## src/rtl/interval_timer_pkg.sv

```systemverilog
package interval_timer_pkg;

    localparam int BUS_W = 32;

    // word slot inside a 16-byte timer block
    typedef enum logic [1:0] {
        SLOT_LIMIT    = 2'd0,
        SLOT_COUNT    = 2'd1,
        SLOT_LIMIT_NC = 2'd2,
        SLOT_AUX      = 2'd3
    } slot_e;

    typedef struct packed {
        logic  wr;
        logic  rd;
        slot_e slot;
    } access_t;

    function automatic slot_e word_slot(input logic [1:0] w);
        return slot_e'(w);
    endfunction

endpackage

```

## src/rtl/tick_prescaler.sv

```systemverilog
module tick_prescaler #(
    parameter int PRESCALE = 4,
    localparam int PW = (PRESCALE > 1) ? $clog2(PRESCALE) : 1
) (
    input  logic clk,
    input  logic rst,
    output logic tick
);
    logic [PW-1:0] div_q;

    generate
        if (PRESCALE > 1) begin : g_div
            always_ff @(posedge clk) begin
                if (rst || tick) div_q <= '0;
                else             div_q <= div_q + 1'b1;
            end
            assign tick = (div_q == PW'(PRESCALE - 1));

            a_r2_tick_spacing: assert property (@(posedge clk) disable iff (rst)
                tick |=> !tick);
        end else begin : g_every
            always_ff @(posedge clk) div_q <= '0;
            assign tick = 1'b1;
        end
    endgenerate
endmodule

```

## src/rtl/limit_counter.sv

```systemverilog
module limit_counter #(
    parameter int CNT_W = 32
) (
    input  logic             clk,
    input  logic             rst,
    input  logic             tick,
    input  logic             user_mode,
    input  logic             run,
    input  logic             lim_wr,
    input  logic [CNT_W-1:0] lim_wdata,
    input  logic             lim_clr,
    output logic [CNT_W-1:0] limit,
    output logic [CNT_W-1:0] count,
    output logic             irq
);
    logic armed;
    logic hit;

    assign armed = !user_mode && (limit != '0);
    assign hit   = tick && armed && !lim_wr && (count >= limit);

    always_ff @(posedge clk) begin
        if (rst) begin
            limit <= '0;
            count <= '0;
        end else if (lim_wr) begin
            limit <= lim_wdata;
            count <= CNT_W'(1);
        end else if (tick) begin
            if (user_mode) begin
                if (run) count <= count + 1'b1;
            end else if (armed) begin
                count <= hit ? CNT_W'(1) : count + 1'b1;
            end
        end
    end

    always_ff @(posedge clk) begin
        if (rst)          irq <= 1'b0;
        else if (hit)     irq <= 1'b1;
        else if (lim_clr) irq <= 1'b0;
    end

    a_r3_wrap: assert property (@(posedge clk) disable iff (rst)
        (tick && !user_mode && !lim_wr && limit != '0 && count >= limit)
        |=> (irq && count == CNT_W'(1)));
    a_r2_load: assert property (@(posedge clk) disable iff (rst)
        lim_wr |=> (count == CNT_W'(1) && limit == $past(lim_wdata)));
    a_r4_clear: assert property (@(posedge clk) disable iff (rst)
        (lim_clr && !(tick && !user_mode && !lim_wr && limit != '0 && count >= limit))
        |=> !irq);
    a_r5_hold: assert property (@(posedge clk) disable iff (rst)
        (irq && !lim_clr) |=> irq);
    a_r7_idle: assert property (@(posedge clk) disable iff (rst)
        (!user_mode && limit == '0 && !lim_wr) |=> ($stable(count) && !$rose(irq)));
    a_r9_stop: assert property (@(posedge clk) disable iff (rst)
        (user_mode && !run && !lim_wr) |=> $stable(count));
    a_r9_no_irq: assert property (@(posedge clk) disable iff (rst)
        (user_mode && !irq) |=> !irq);
endmodule

```

## src/rtl/interval_timer_bank.sv

```systemverilog
module interval_timer_bank
    import interval_timer_pkg::*;
#(
    parameter int N_CPU    = 2,
    parameter int CNT_W    = 32,
    parameter int PRESCALE = 4,
    localparam int ADDR_W  = $clog2(16 * (N_CPU + 2))
) (
    input  logic              clk,
    input  logic              rst,
    input  logic              bus_wr,
    input  logic              bus_rd,
    input  logic [ADDR_W-1:0] bus_addr,
    input  logic [BUS_W-1:0]  bus_wdata,
    output logic [BUS_W-1:0]  bus_rdata,
    output logic              irq_l10,
    output logic [N_CPU-1:0]  irq_l14
);
    localparam int N_TMR = N_CPU + 1;   // index N_CPU is the system counter
    localparam int BLK_W = ADDR_W - 4;

    logic             tick;
    logic [BLK_W-1:0] blk;
    logic             aligned;
    access_t          acc;
    logic             cfg_hit;
    logic [N_CPU-1:0] cfg_q;
    logic [N_CPU-1:0] run_q;
    logic [N_TMR-1:0] cfg_ext;
    logic [N_TMR-1:0] run_ext;
    logic [N_TMR-1:0] irq_v;
    logic [CNT_W-1:0] lim_a [N_TMR];
    logic [CNT_W-1:0] cnt_a [N_TMR];
    logic [BUS_W-1:0] rd_mux;

    assign blk      = bus_addr[ADDR_W-1:4];
    assign aligned  = (bus_addr[1:0] == 2'b00);
    assign acc.wr   = bus_wr && aligned;
    assign acc.rd   = bus_rd && aligned;
    assign acc.slot = word_slot(bus_addr[3:2]);
    assign cfg_hit  = (blk == BLK_W'(N_CPU + 1)) && (acc.slot == SLOT_LIMIT);
    assign cfg_ext  = {1'b0, cfg_q};
    assign run_ext  = {1'b0, run_q};

    tick_prescaler #(.PRESCALE(PRESCALE)) u_pre (
        .clk (clk),
        .rst (rst),
        .tick(tick)
    );

    generate
        for (genvar t = 0; t < N_TMR; t++) begin : g_tmr
            logic sel;
            assign sel = (blk == BLK_W'(t)) && (acc.slot == SLOT_LIMIT);
            limit_counter #(.CNT_W(CNT_W)) u_cnt (
                .clk      (clk),
                .rst      (rst),
                .tick     (tick),
                .user_mode(cfg_ext[t]),
                .run      (run_ext[t]),
                .lim_wr   (acc.wr && sel),
                .lim_wdata(bus_wdata[CNT_W-1:0]),
                .lim_clr  (acc.rd && sel),
                .limit    (lim_a[t]),
                .count    (cnt_a[t]),
                .irq      (irq_v[t])
            );
        end

        for (genvar c = 0; c < N_CPU; c++) begin : g_run
            always_ff @(posedge clk) begin
                if (rst)
                    run_q[c] <= 1'b0;
                else if (acc.wr && blk == BLK_W'(c) && acc.slot == SLOT_AUX)
                    run_q[c] <= bus_wdata[0];
            end
        end
    endgenerate

    assign irq_l14 = irq_v[N_CPU-1:0];
    assign irq_l10 = irq_v[N_CPU];

    always_ff @(posedge clk) begin
        if (rst)                    cfg_q <= '0;
        else if (acc.wr && cfg_hit) cfg_q <= bus_wdata[N_CPU-1:0];
    end

    always_comb begin
        rd_mux = '0;
        for (int t = 0; t < N_TMR; t++) begin
            if (blk == BLK_W'(t)) begin
                case (acc.slot)
                    SLOT_LIMIT, SLOT_LIMIT_NC: rd_mux = BUS_W'(lim_a[t]);
                    SLOT_COUNT:                rd_mux = BUS_W'(cnt_a[t]);
                    default:                   rd_mux = BUS_W'(run_ext[t]);
                endcase
            end
        end
        if (cfg_hit) rd_mux = BUS_W'(cfg_q);
        if (!aligned) rd_mux = '0;
    end

    always_ff @(posedge clk) begin
        if (rst || !bus_rd) bus_rdata <= '0;
        else                bus_rdata <= rd_mux;
    end

    a_r1_quiet_after_reset: assert property (@(posedge clk) disable iff (rst)
        $past(rst) |-> (!irq_l10 && irq_l14 == '0 && bus_rdata == '0));
    a_r11_rdata_idle: assert property (@(posedge clk) disable iff (rst)
        !$past(bus_rd) |-> (bus_rdata == '0));
endmodule

```

## config.mk

```make
export PLATFORM = sky130hd
export DESIGN_NAME = interval_timer_bank
export DESIGN_NICKNAME = d
export VERILOG_FILES = /design/src/rtl/interval_timer_pkg.sv /design/src/rtl/tick_prescaler.sv /design/src/rtl/limit_counter.sv /design/src/rtl/interval_timer_bank.sv
export SDC_FILE = /design/constraint.sdc
export NUM_CORES = 1
export LEC_CHECK = 0
export ABC_AREA = 1
export BUFFER_PORTS_ARGS = -buffer_cell sky130_fd_sc_hd__buf_4
export CORE_MARGIN = 4
export CORE_UTILIZATION = 50
export CTS_CLUSTER_SIZE = 12
export DETAILED_ROUTE_END_ITERATION = 6
export PLACE_DENSITY = 0.7
export SETUP_SLACK_MARGIN = 0.2
export SYNTH_ARGS = -nofsm -noshare
export SYNTH_HDL_FRONTEND = slang
export SYNTH_HIERARCHICAL = 1
export SYNTH_SLANG_ARGS = --single-unit
export TNS_END_PERCENT = 30
```

## constraint.sdc

```tcl
create_clock -name clk -period 1.6 [get_ports clk]
set_input_delay 0.32 -clock clk [delete_from_list [all_inputs] [get_ports clk]]
set_output_delay 0.32 -clock clk [all_outputs]
set_load 0.1 [all_outputs]
```

; Word-level counts from Yosys, hierarchy flattened
; Cells that the tools add are included.
; W data, S select, Z words.
[word_totals]
register_bits = 233
out_inout_bits = 35
wordCells = 131
inputBits = 42
[classes]
order_cmp = 3
reduce_logical = 65
add_sub_neg = 4
mux = 29
n_bitwise = 1
eq_ne = 11
[op_table]
columns = cell, count
row1 = $mux W32, 12
row2 = $pmux W32 S2, 3
row3 = $add A32 B1 Y32 const B, 3
row4 = $ge A32 B32 Y1, 3
row5 = $reduce_bool A32 Y1, 3
row6 = $logic_and A1 B1 Y1, 28
row7 = $reduce_bool A2 Y1, 9
row8 = $mux W1, 13
row9 = $reduce_and A3 Y1, 4
row10 = $eq A2 B2 Y1 const B, 5
row11 = $reduce_or A2 Y1, 5
row12 = $logic_not A1 Y1, 6
row13 = $logic_not A2 Y1, 3
row14 = $ne A3 B1 Y1 const B, 2
row15 = $reduce_bool A3 Y1, 2
row16 = $eq A2 B1 Y1 const B, 2
row17 = $ne A2 B1 Y1 const B, 2
row18 = $reduce_and A2 Y1, 2
row19 = $reduce_or A3 Y1, 1
row20 = $add A2 B1 Y2 const B, 1
row21 = $logic_or A1 B1 Y1, 2
row22 = $mux W2, 1
row23 = $not A1 Y1, 1

; Longest topological paths before layout
; Gate-level depths: netlist (run 1).
[depth]
word_depth = 11
ltp_mapped = 18
ltp_nobuf = 18

; Cells and area by module
; The synthesis (run 1) kept the hierarchy.
[by_module_without_submodules]
columns = mod, instances, seq_area_each_um2, area_per_inst_um2, cells_each
row1 = limit_counter, 3, 1301.2, 3893.7, 552
row2 = interval_timer_bank, 1, 720.7, 3056.7, 599
row3 = tick_prescaler, 1, 40.0, 75.1, 9

; Worst setup path after synthesis (run 1)
; OpenSTA, ideal clock, no wires.
[synth_path]
path_kind = reg-to-reg
from = register g_tmr[0].u_cnt.limit[7]
to = register g_tmr[0].u_cnt.count[10]
period_less_slack_ps = 1733
path_buffers = 1
required_time_ps = 1483
setup_ps = 117
t_arrival_ps = 1616
slack_ps = -133
path_stages_with_launch = 17
path_cell_list = dfxtp_1 inv_1 ha_1 nand2_1 inv_1 nand2_1 nor2_1 nor2_1 nand2_1 nand2_1 nand2_1 nand2_1 nand2_1 nand2_2 nand2_2 buf_2 nor2_1
[synth_between]
elab_chain_cells = 8
[synth_lines]
columns = item, line
row1 = start: declaration, limit_counter.sv:12  ; output logic [CNT_W-1:0] limit,
row2 = start signal: assignment, limit_counter.sv:27  ; limit <= lim_wdata;
row3 = "parallel branches: the longest is 8 deep, another holds $ge A32 B32 Y1", -
row4 = end signal: assignment, limit_counter.sv:31  ; if (run) count <= count + 1'b1;
row5 = end signal: assignment, limit_counter.sv:33  ; count <= hit ? CNT_W'(1) : count + 1'b1;
row6 = end: declaration, limit_counter.sv:13  ; output logic [CNT_W-1:0] count,
; Several ways; the timed one is not identified. The select of a mux whose other input is x is not followed.
; A chain may end at the register's enable or synchronous reset.

; Final worst setup path (run 1)
[layout_path]
from = register g_tmr[0].u_cnt.limit[2]
to = register g_tmr[0].u_cnt.count[7]
; Same word-level chain as after synthesis.

==> results by group, run 1 <==
Status
  – Run status: complete, but fails checks
  – Failing checks: negative setup slack

Setup path
  – Max stage delay cell, worst path: dfxtp_2
  – Worst setup EP type: register
  – Buffers plus inverters on the worst setup path: 3
  – Critical path arrival: around 2.4 ns
  – Max stage delay on crit path: approximately 0.34 ns
  – Critical Path Fanout Max: 6
  – Top cell by count, worst path: nand2_2
  – Critical path depth: 16
  – Setup CP Type: reg -> reg
  – Reg2reg path depth: 16
  – Crit-path cells: inv_2 > ha_4 > nand4_1 > nor2_2 > nor2_4 > nand2_2 > nand2_2 > nand2_2 > nand2_2 > nand2_2 > nand2_4 > nand2_8 > buf_6 > nor2_2 > nand2_1 > inv_1
  – Critical path launch point type: register
  – Critical Path RT: 2.04 ns
  – Delay-heaviest family, CP: simple AND/OR/NAND/NOR gates

Clocking
  – CTS tree: built
  – Clk_lat worst skew: between 0.5 and 0.6 ns
  – Reg clk slew, reported paths: about 0.070 ns
  – TritonCTS Buffers: 28
  – Clock Sink Count: between 200 and 250
  – Root buffer cell: clkbuf_16
  – Clk buf depth: 3
  – H-tree Lvls: 1
  – Hold Buf Count CTS: 0

Power and ir drop
  – Lkg Pwr: 0.00996 µW
  – Logic pwr share: 9.4%
  – VDD IR max: about 1100 µV
  – Total Power: about 14,000 µW
  – Psw: about 3400 µW
  – Pwr Density: roughly 630 nW/µm²
  – Net Sw Frac: between 20% and 30%
  – Clock power frac: between 40% and 50%
  – Seq pwr share: 42.7%
  – Int Pwr: between 10,000 and 15,000 µW

Yosys
  – Async SR Flop Fraction: 0%
  – Syn Area/Cell: roughly 6.5 µm²
  – Synth Flop Type: dfxtp_1
  – Seq/Total Area, Yosys: between 30% and 40%
  – Distinct cells, synth: 40
  – #FFs+latches synth: roughly 230
  – Syn Std Cell Area: 14,800 µm²
  – Yosys warns: 6
  – Number of synthesized flops with an enable pin: 0
  – Cell count after synthesis: ~2,300

Finish
  – Synth-to-Final Area Change: 47.7%
  – Register area: 4790 µm²
  – Commonest non-fill, non-tap cell in the layout: nand2_1
  – Final nets: about 2,900
  – Layout fillers: about 2,100
  – Non-filler cells, final: between 3,000 and 4,000
  – Diode count: 0
  – Most frequent cells in the layout: 693 x nand2_1, 441 x buf_4, 269 x nor2_1
  – Multi-input gate area in the final layout: between 10,000 and 15,000 µm²
  – Layout cell share with drive strength beyond 1: between 30% and 40%

Drt
  – Remaining DRCs: 0
  – Drt pass-1 iters: 5
  – Vias: about 17,000
  – Wire per inst: around 18 µm
  – DR vias/cell: 5.32
  – Initial DRC count: about 1,300
  – Total wire length: around 55,000 µm
  – Post-DRT Antenna Nets: 0

Placement
  – Hpwl dp: 39,700 µm
  – Pre-CTS WS: -0.477 ns
  – Port Buf Inserts: between 70 and 80
  – Final Wtd Congestion: approximately 0.94
  – Dpl cells: 3,060

Timing
  – Setup Skew: roughly 0.016 ns
  – Setup WS post-layout: -0.397 ns
  – Least-Margin Pin Slew: a little under 1 ns
  – Fin crit period: between 1.5 and 2 ns
  – Slew Limit Fails: 0
  – Final Setup Violations: 99
  – Tcrit/Tclk final: 125%
  – Final hold vios: 0
  – Highest Clock Rate: 0.501 GHz
  – RSZ-0062 raised after global routing: true
  – Relative slew slack: between 30% and 40%

Job
  – Max_cap viols: 0

Global routing
  – Initial antenna violation count: 0
  – GRT Resource Usage Total: around a third
  – First-pass GRT wire length: approximately 85,000 µm
  – Vias in the first global route: 16,500
  – Grt ovf: 0
  – Largest net degree at the start of global routing: 53

Floorplanning
  – Io pins: between 70 and 80
  – Die Y: ~180 µm
  – Initial Util: 51.2%
  – Die W: between 150 and 200 µm
  – Die area: 32,400 µm²
  – Rows: 62
  – Area of the core: about 29,000 µm²

Worst hold path
  – Hold Path Depth: 3
  – Hold Crit Class: in -> reg
==> synthesized netlist by cell type, drive strengths merged (24+ instances only) <==
cell / number / share of area [%]
nand2: 746 / 19
nor2: 370 / 11
inv: 282 / 7.2
dfxtp: 233 / 31
nand3: 111 / 4.4
ha: 100 / 8.4
a211oi: 93 / 4.7
a21oi: 73 / 2.5
nand4: 52 / 2.3
nor3: 51 / 2.6
buf: 50 / 2.2
o21ai: 26 / 0.88
clkbuf: 24 / 0.61
==> worst register-to-register path, stage by stage, from the launching register on <==
cell     delay, ns
dfxtp_2       0.34
inv_2         0.05
ha_4          0.26
nand4_1       0.13
nor2_2        0.18
nor2_4        0.06
nand2_2       0.10
nand2_2       0.06
nand2_2       0.10
nand2_2       0.07
nand2_2       0.09
nand2_4       0.07
nand2_8       0.12
buf_6         0.12
nor2_2        0.03
nand2_1       0.06
inv_1         0.03
==> layer usage <==
metal	part of all wire (%)	wire, µm	GRT usage, %
met1	40	22300	40.0
met4	6.8	3750	18.1
met3	6.5	3560	4.08
met5	0	0	0
met2	46	25500	53.4
==> what timing repair did <==
item                                    in CTS  in global routing
cloned                                       6                  0
buffers inserted                             9                 13
endpoints found under the setup margin     134                117
pin swaps                                   64                 78
gates resized for setup                    291                156
==> state kept, by name, indices dropped and copies added (netlist names) <==
signal,cells
cfg_q,2
g_tmr.u_cnt/limit,96
u_pre/div_q,2
g_tmr.u_cnt/irq,3
bus_rdata,32
g_tmr.u_cnt/count,96
run_ext,2
==> power by group through the flow <==
| stage | Combinational [µW] | Clock, µW | Sequential (µW) |
|---|---|---|---|
| 2_1_floorplan | 521 | 0 | 6000 |
| 3_3_place_gp | 1050 | 0 | 5980 |
| 3_5_place_dp | 1070 | 0 | 5980 |
| 4_1_cts | 1190 | 6630 | 5860 |
| 5_1_grt | 1370 | 6860 | 5860 |
| 6_report | 1290 | 6580 | 5860 |
==> metrics by stage <==
stage | instance area, µm² | TNS [ns] | hold WS, ns | utilization [%]
floorplan | 15100 | -0.00678 | 0.398 | -
global placement | 18900 | -36.81 | 0.405 | 65.3
detailed placement | 18900 | -41.65 | 0.413 | 65.3
CTS | 21100 | -26.17 | 0.0603 | 73.1
global route | 21900 | -38.30 | 0.0767 | 75.6
finish | 21900 | -29.63 | 0.0720 | 75.6
==> final timing paths <==
| check | startpoint | slack (ns) | endpoint |
|---|---|---|---|
| hold reg to reg | u_pre/div_q[0] | 0.42 | u_pre/div_q[0] |
| hold / removal | bus_wdata[1] | 0.07 | cfg_q[1] |
| setup / recovery | g_tmr[0].u_cnt/limit[2] | -0.40 | g_tmr[0].u_cnt/count[7] |
| setup reg to reg | g_tmr[0].u_cnt/limit[2] | -0.40 | g_tmr[0].u_cnt/count[7] |
==> layout make-up <==
cell class,count,area share (%)
Clock buffer,44,3.89
Timing Repair Buffer,509,20.9
Tap cell,384,2.20
Inverter,288,4.99
Sequential cell,233,21.9
Clock inverter,8,0.440
Multi-Input combinational cell,1674,45.7
==> cell families after synthesis <==
kind of cell | count (synthesis) | synth area share, %
and+or+nand+nor | 1342 | 39.9
adders and majority gates | 100 | 8.45
buffers and inverters | 362 | 10.1
xor gates and xnor gates | 27 | 1.60
other | 1 | 0.0253
DFF | 233 | 31.5
AOI/OAI and AO/OA | 199 | 8.44
Note: power is estimated with default switching activity, not from simulation.
==> inputs of run 2 (changes only) <==
Settings changed: CORE_ASPECT_RATIO from default to 1.2, PLACE_DENSITY 0.7 to 0.67.
Clock period 1.6 ns to 2.5 ns, I/O delays scaled along.
==> results by group, run 2 (synthesized netlist as in run 1, its figures left out) <==
Finish
  – Commonest non-fill, non-tap cell in the layout: nand2_1
  – Most frequent cells in the layout: 729 x nand2_1, 321 x nor2_1, 262 x inv_1
  – Largest regs: g_tmr.u_cnt/count: 96 flops, g_tmr.u_cnt/limit: 96 flops, bus_rdata: 32 flops
  – Non-filler cells, final: ~2,800
  – Diode count: 0
  – Multi-input gate area in the final layout: 8700 µm²
  – Register area: 4660 µm²
  – Layout fillers: around 2,800
  – Final nets: roughly 2,500
  – Layout cell share with drive strength beyond 1: between 10% and 20%
  – Synth-to-Final Area Change: 15.5%

Global routing
  – Vias in the first global route: about 14,000
  – Grt ovf: 0
  – First-pass GRT wire length: ~74,000 µm
  – GRT Resource Usage Total: about 28%
  – Largest net degree at the start of global routing: 65
  – Initial antenna violation count: 1

Setup path
  – Critical path launch point type: register
  – Setup CP Type: reg -> reg
  – Critical Path Fanout Max: 15
  – Critical path arrival: 2.57 ns
  – Worst setup EP type: register
  – Reg2reg start: g_tmr[1].u_cnt/count[29]
  – Critical Path RT: a little under 3 ns
  – Critical Path Source: g_tmr[1].u_cnt/count[29]

Power and ir drop
  – Pwr Density: 490 nW/µm²
  – Lkg Pwr: 0.00790 µW
  – Int Pwr: about 6300 µW
  – Clock power frac: 48.6%
  – Psw: roughly 2100 µW
  – Net Sw Frac: between 20% and 30%
  – Seq pwr share: 44.7%
  – VDD IR max: slightly below 400 µV
  – Logic pwr share: about 6.6%

Timing
  – Tcrit/Tclk final: 84.2%
  – Highest Clock Rate: approximately 0.47 GHz
  – RSZ-0062 raised after global routing: false
  – Setup Skew: between 0.01 and 0.015 ns
  – Relative slew slack: between 50% and 60%
  – Final Setup Violations: 0
  – Slew Limit Fails: 0
  – Hold WS: ~0.26 ns
  – Setup WS post-layout: between 0.3 and 0.4 ns
  – Least-Margin Pin Slew: 0.680 ns
  – Final hold vios: 0
  – Fin crit period: 2.11 ns
  – Setup TNS: 0 ns

Clocking
  – Clk buf depth: 3
  – Reg clk slew, reported paths: roughly 0.06 ns
  – CTS tree: built
  – Root buffer cell: clkbuf_16
  – Hold Buf Count CTS: 0
  – Clock Sink Count: ~230
  – TritonCTS Buffers: 27
  – Setup bufs post-CTS: 0
  – Post_cts resized: 0
  – Clk_lat worst skew: about 0.54 ns
  – H-tree Lvls: 1

Worst hold path
  – Hold Crit Class: in -> reg
  – Hold_sp: rst

Status
  – Run status: finished clean

Floorplanning
  – Die area: 32,500 µm²
  – Rows: 68
  – Die Y: between 150 and 200 µm
  – Io pins: 77
  – Die W: about 170 µm
  – Area of the core: around 29,000 µm²
  – Initial Util: 51.1%

Drt
  – Remaining DRCs: 0
  – Drt pass-1 iters: 6
  – Vias: around 15,000
  – Post-DRT Antenna Nets: 0
  – Metal2 WL: approximately 22,000 µm
  – DR vias/cell: approximately 5.3
  – Total wire length: ~46,000 µm
  – Met1 wire length: 19,600 µm
  – Met3 WL: 2420 µm
  – Initial DRC count: 1,193
  – Wire per inst: roughly 17 µm
  – Top routing layer used: met5

Job
  – Max_cap viols: 0

Placement
  – Hpwl dp: about 36,000 µm
  – Port Buf Inserts: 76
  – Dpl cells: 2,742
  – Pre-CTS WS: ~0.22 ns
  – Final Wtd Congestion: around 0.97
==> run 2: stage by stage <==
stage          cell area [µm²]  power (µW)  utilization [%]
6_report                 17100        8390             59.0
5_1_grt                  17100        8650             59.0
4_1_cts                  17100        8440             58.8
3_5_place_dp             16200        4380             55.7
3_3_place_gp             16200        4370             55.7
2_1_floorplan            14800        4160                -
==> run 2: final timing paths <==
kind                              end  slack (ns)  depth (start not counted)
max reg2reg  g_tmr[1].u_cnt/count[22]        0.39                         11
min           g_tmr[2].u_cnt/limit[0]        0.26                          2
max          g_tmr[1].u_cnt/count[22]        0.39                         11
min reg2reg            u_pre/div_q[0]        0.43                          1
==> run 2: routing by layer <==
metal  up-vias  track usage (%)
li1       7452                -
met1      6716             36.7
met2       420             47.8
met3       108             3.39
met4         2             11.9
met5         -                0
==> run 2: power groups by stage <==
stage                     clock network (µW)  registers (µW)  logic, µW
final                                   4080            3750        557
after floorplan                            0            3840        319
after detailed placement                   0            3830        543
after CTS                               4140            3750        547
after global routing                    4300            3750        604
after global placement                     0            3830        542
==> run 2: final cells by class <==
cell class / instances / area share (%)
repair buffers: 166 / 7.43
flip-flops and latches: 233 / 27.3
clock inverters: 12 / 0.848
well taps: 385 / 2.82
multi-input cells: 1670 / 50.9
clock buffers: 36 / 4.44
inverters: 288 / 6.33
==> run 2: critical path: stages, from the launching register on <==
cell and delay (ns):
dfxtp_1 0.45, ha_1 0.29, a21oi_1 0.15, nor2_1 0.05
nor3_1 0.17, nand2_1 0.08, a21oi_1 0.16, nand2_1 0.09
nand2_2 0.10, nand2_4 0.14, buf_4 0.21, nor2_1 0.13
==> inputs of run 3 (changes only) <==
Settings changed: ABC_AREA 1 to 0, PLACE_DENSITY 0.67 to 0.7.
Clock period 2.5 ns to 1.9 ns, I/O delays scaled along.
==> results by group, run 3 <==
Status
  – Run status: complete, but fails checks
  – Failing checks: negative setup slack

Power and ir drop
  – Clock power frac: between 40 and 50%
  – Pwr Density: about 570 nW/µm²
  – VDD IR max: around 560 µV
  – Net Sw Frac: 24.6%
  – Seq pwr share: a little under half
  – Psw: 2600 µW
  – Logic pwr share: 8.7%
  – Int Pwr: between 7000 and 8000 µW
  – Total Power: between 10,000 and 15,000 µW
  – Lkg Pwr: 0.00723 µW

Placement
  – Final Wtd Congestion: 0.928
  – Pre-CTS WS: -0.540 ns
  – Hpwl dp: between 30,000 and 40,000 µm
  – Port Buf Inserts: 76

Drt
  – Drt pass-1 iters: 5
  – Total wire length: ~46,000 µm
  – Wire per inst: 20.2 µm
  – DR vias/cell: between 5 and 6
  – Remaining DRCs: 0
  – Vias: between 10,000 and 15,000
  – Post-DRT Antenna Nets: 0
  – Initial DRC count: 1,138

Timing
  – Relative slew slack: between 50% and 60%
  – Slew Limit Fails: 0
  – Least-Margin Pin Slew: between 0.6 and 0.7 ns
  – Setup WS post-layout: -0.428 ns
  – Fin crit period: approximately 2.3 ns
  – Highest Clock Rate: 0.430 GHz
  – Setup Skew: between 0.02 and 0.025 ns
  – Hold WS: ~0.13 ns
  – Setup TNS: -35.48 ns
  – Final Setup Violations: a little under 100
  – Tcrit/Tclk final: 123%
  – Final hold vios: 0
  – RSZ-0062 raised after global routing: true

Clocking
  – CTS tree: built
  – TritonCTS Buffers: 25
  – Clock Sink Count: 233
  – Root buffer cell: clkbuf_16
  – Clk buf depth: 3
  – Hold Buf Count CTS: 0
  – Reg clk slew, reported paths: roughly 0.06 ns
  – Clk_lat worst skew: between 0.5 and 0.6 ns
  – H-tree Lvls: 1

Setup path
  – Critical path launch point type: register
  – Delay-heaviest family, CP: simple AND/OR/NAND/NOR gates
  – Worst setup EP type: register
  – Buffers plus inverters on the worst setup path: 1
  – Crit-path cells: nor4_2 > nand2_2 > nor4_4 > nor3_2 > a2111o_1 > buf_12 > a21oi_2
  – Setup CP Type: reg -> reg
  – Max stage delay cell, worst path: a2111o_1
  – Max stage delay on crit path: between 0.4 and 0.5 ns
  – Critical Path RT: 2.36 ns
  – Critical Path Fanout Max: 23
  – Critical path arrival: 2.79 ns

Finish
  – Largest regs: g_tmr.u_cnt/count: 96 flops, g_tmr.u_cnt/limit: 96 flops, bus_rdata: 32 flops
  – Core Util, Final: ~70%
  – Most frequent cells in the layout: 385 x buf_4, 213 x nor2_1, 173 x dfxtp_1
  – Synth-to-Final Area Change: 36.7%
  – Commonest non-fill, non-tap cell in the layout: buf_4
  – Layout fillers: approximately 2,000
  – Final nets: between 2,000 and 2,500
  – Diode count: 0
  – Layout cell share with drive strength beyond 1: between 30% and 40%

Yosys
  – Synth top cells by count: 240 x nor2_1, 233 x dfxtp_1, 137 x mux2i_1, 118 x inv_1, 100 x ha_1
  – Dominant cell by count in the synthesized netlist: nor2_1
  – #FFs+latches synth: 233
  – Async SR Flop Fraction: 0%
  – Syn Std Cell Area: 13,500 µm²
  – Synth Flop Type: dfxtp_1
  – Post-synth top area cell: dfxtp_1
  – Distinct cells, synth: 59
  – Seq/Total Area, Yosys: about a third
  – Cell count after synthesis: between 1,500 and 2,000
  – Syn Area/Cell: between 8 and 9 µm²
  – Yosys warns: 6
  – Proportion of netlist area held by the largest area contributor: between 30% and 40%
  – Number of synthesized flops with an enable pin: 0
  – Top cells by area, synth: dfxtp_1 35%, mux2i_1 10%, ha_1 9.3%, nor2_1 6.7%, xnor2_1 4.5%

Floorplanning
  – Rows: between 60 and 70
  – Area of the core: 26,400 µm²
  – Die area: 29,700 µm²
  – Die W: ~160 µm
  – Die Y: between 150 and 200 µm
  – Initial Util: roughly 51%
  – Io pins: 77

Global routing
  – Largest net degree at the start of global routing: 78
  – First-pass GRT wire length: roughly 70,000 µm
  – Grt ovf: 0
  – Initial antenna violation count: 0
  – GRT Resource Usage Total: between 20% and 30%
  – Vias in the first global route: 13,000

Job
  – Max_cap viols: 0

Worst hold path
  – Hold Crit Class: in -> reg
==> run 3: cell count changes after synthesis, sizes merged, moves of 26 or more <==
cell    before  now
nor2       370  240
nor4         3   30
nand3      111   47
a22oi        0   41
a211oi      93   67
mux2i        0  137
nand2      746   51
xnor2        6   69
nor3        51   11
inv        282  119
==> run 3: tightest hold or removal path, cell delays in order <==
cell and delay (ns):
buf_4 0.11, mux2i_1 0.07, nor2_1 0.07
==> run 3: routing by layer <==
layer  wire (µm)  track usage, %  vias to the layer above
li1            -               -                     6298
met5           0               0                        -
met1       18900            39.2                     6344
met3        3360            3.51                      120
met2       21800            49.0                      550
met4        1660            8.84                        0
==> run 3: path summary, 6_finish.rpt <==
check	from	endpoint	slack, ns	depth (start not counted)
max	g_tmr[2].u_cnt/limit[2]	g_tmr[2].u_cnt/count[6]	-0.43	7
min	bus_wdata[25]	g_tmr[1].u_cnt/limit[25]	0.13	3
min reg2reg	u_pre/div_q[0]	u_pre/div_q[0]	0.52	2
max reg2reg	g_tmr[2].u_cnt/limit[2]	g_tmr[2].u_cnt/count[6]	-0.43	7
==> run 3: power groups by stage <==
stage	Combinational (µW)	Clock, µW	Sequential, µW
finish	923	4720	4910
global route	965	4940	4910
CTS	842	4750	4910
detailed placement	798	0	5020
global placement	790	0	5020
floorplan	419	0	5040
==> run 3: cell families (layout without fill, tap and decap cells) <==
kind of cell | Yosys count | in the layout | synth area share (%)
mux | 137 | 137 | 10.2
fa+ha+maj | 100 | 100 | 9.28
compound gates | 310 | 310 | 16.3
flops | 233 | 233 | 34.6
buf+inv | 205 | 568 | 6.18
xor+xnor | 90 | 90 | 5.85
simple gates | 488 | 488 | 17.6
other cells | 1 | 2 | 0.0278
==> run 3: final cells by class <==
cell class	count	area, µm²	area share [%]
multi-input cells	1127	8760	47.5
flip-flops and latches	233	4750	25.8
repair buffers	407	3290	17.8
clock inverters	6	58.8	0.319
inverters	119	447	2.42
well taps	335	419	2.27
clock buffers	36	707	3.84
==> run 3: timing repair <==
item / 4_1_cts / 5_1_grt
resized for setup: 62 / 85
pin swaps: 20 / 18
setup buffers: 6 / 12
setup endpoints to repair: 99 / 99
cloned: 0 / 2
==> run 3: metrics by stage <==
| stage | cell area (µm²) | instances |
|---|---|---|
| final | 18400 | 2263 |
| after global placement | 16800 | 2201 |
| after detailed placement | 16800 | 2201 |
| after global routing | 18400 | 2263 |
| after CTS | 17900 | 2249 |
| after floorplan | 13700 | 1565 |
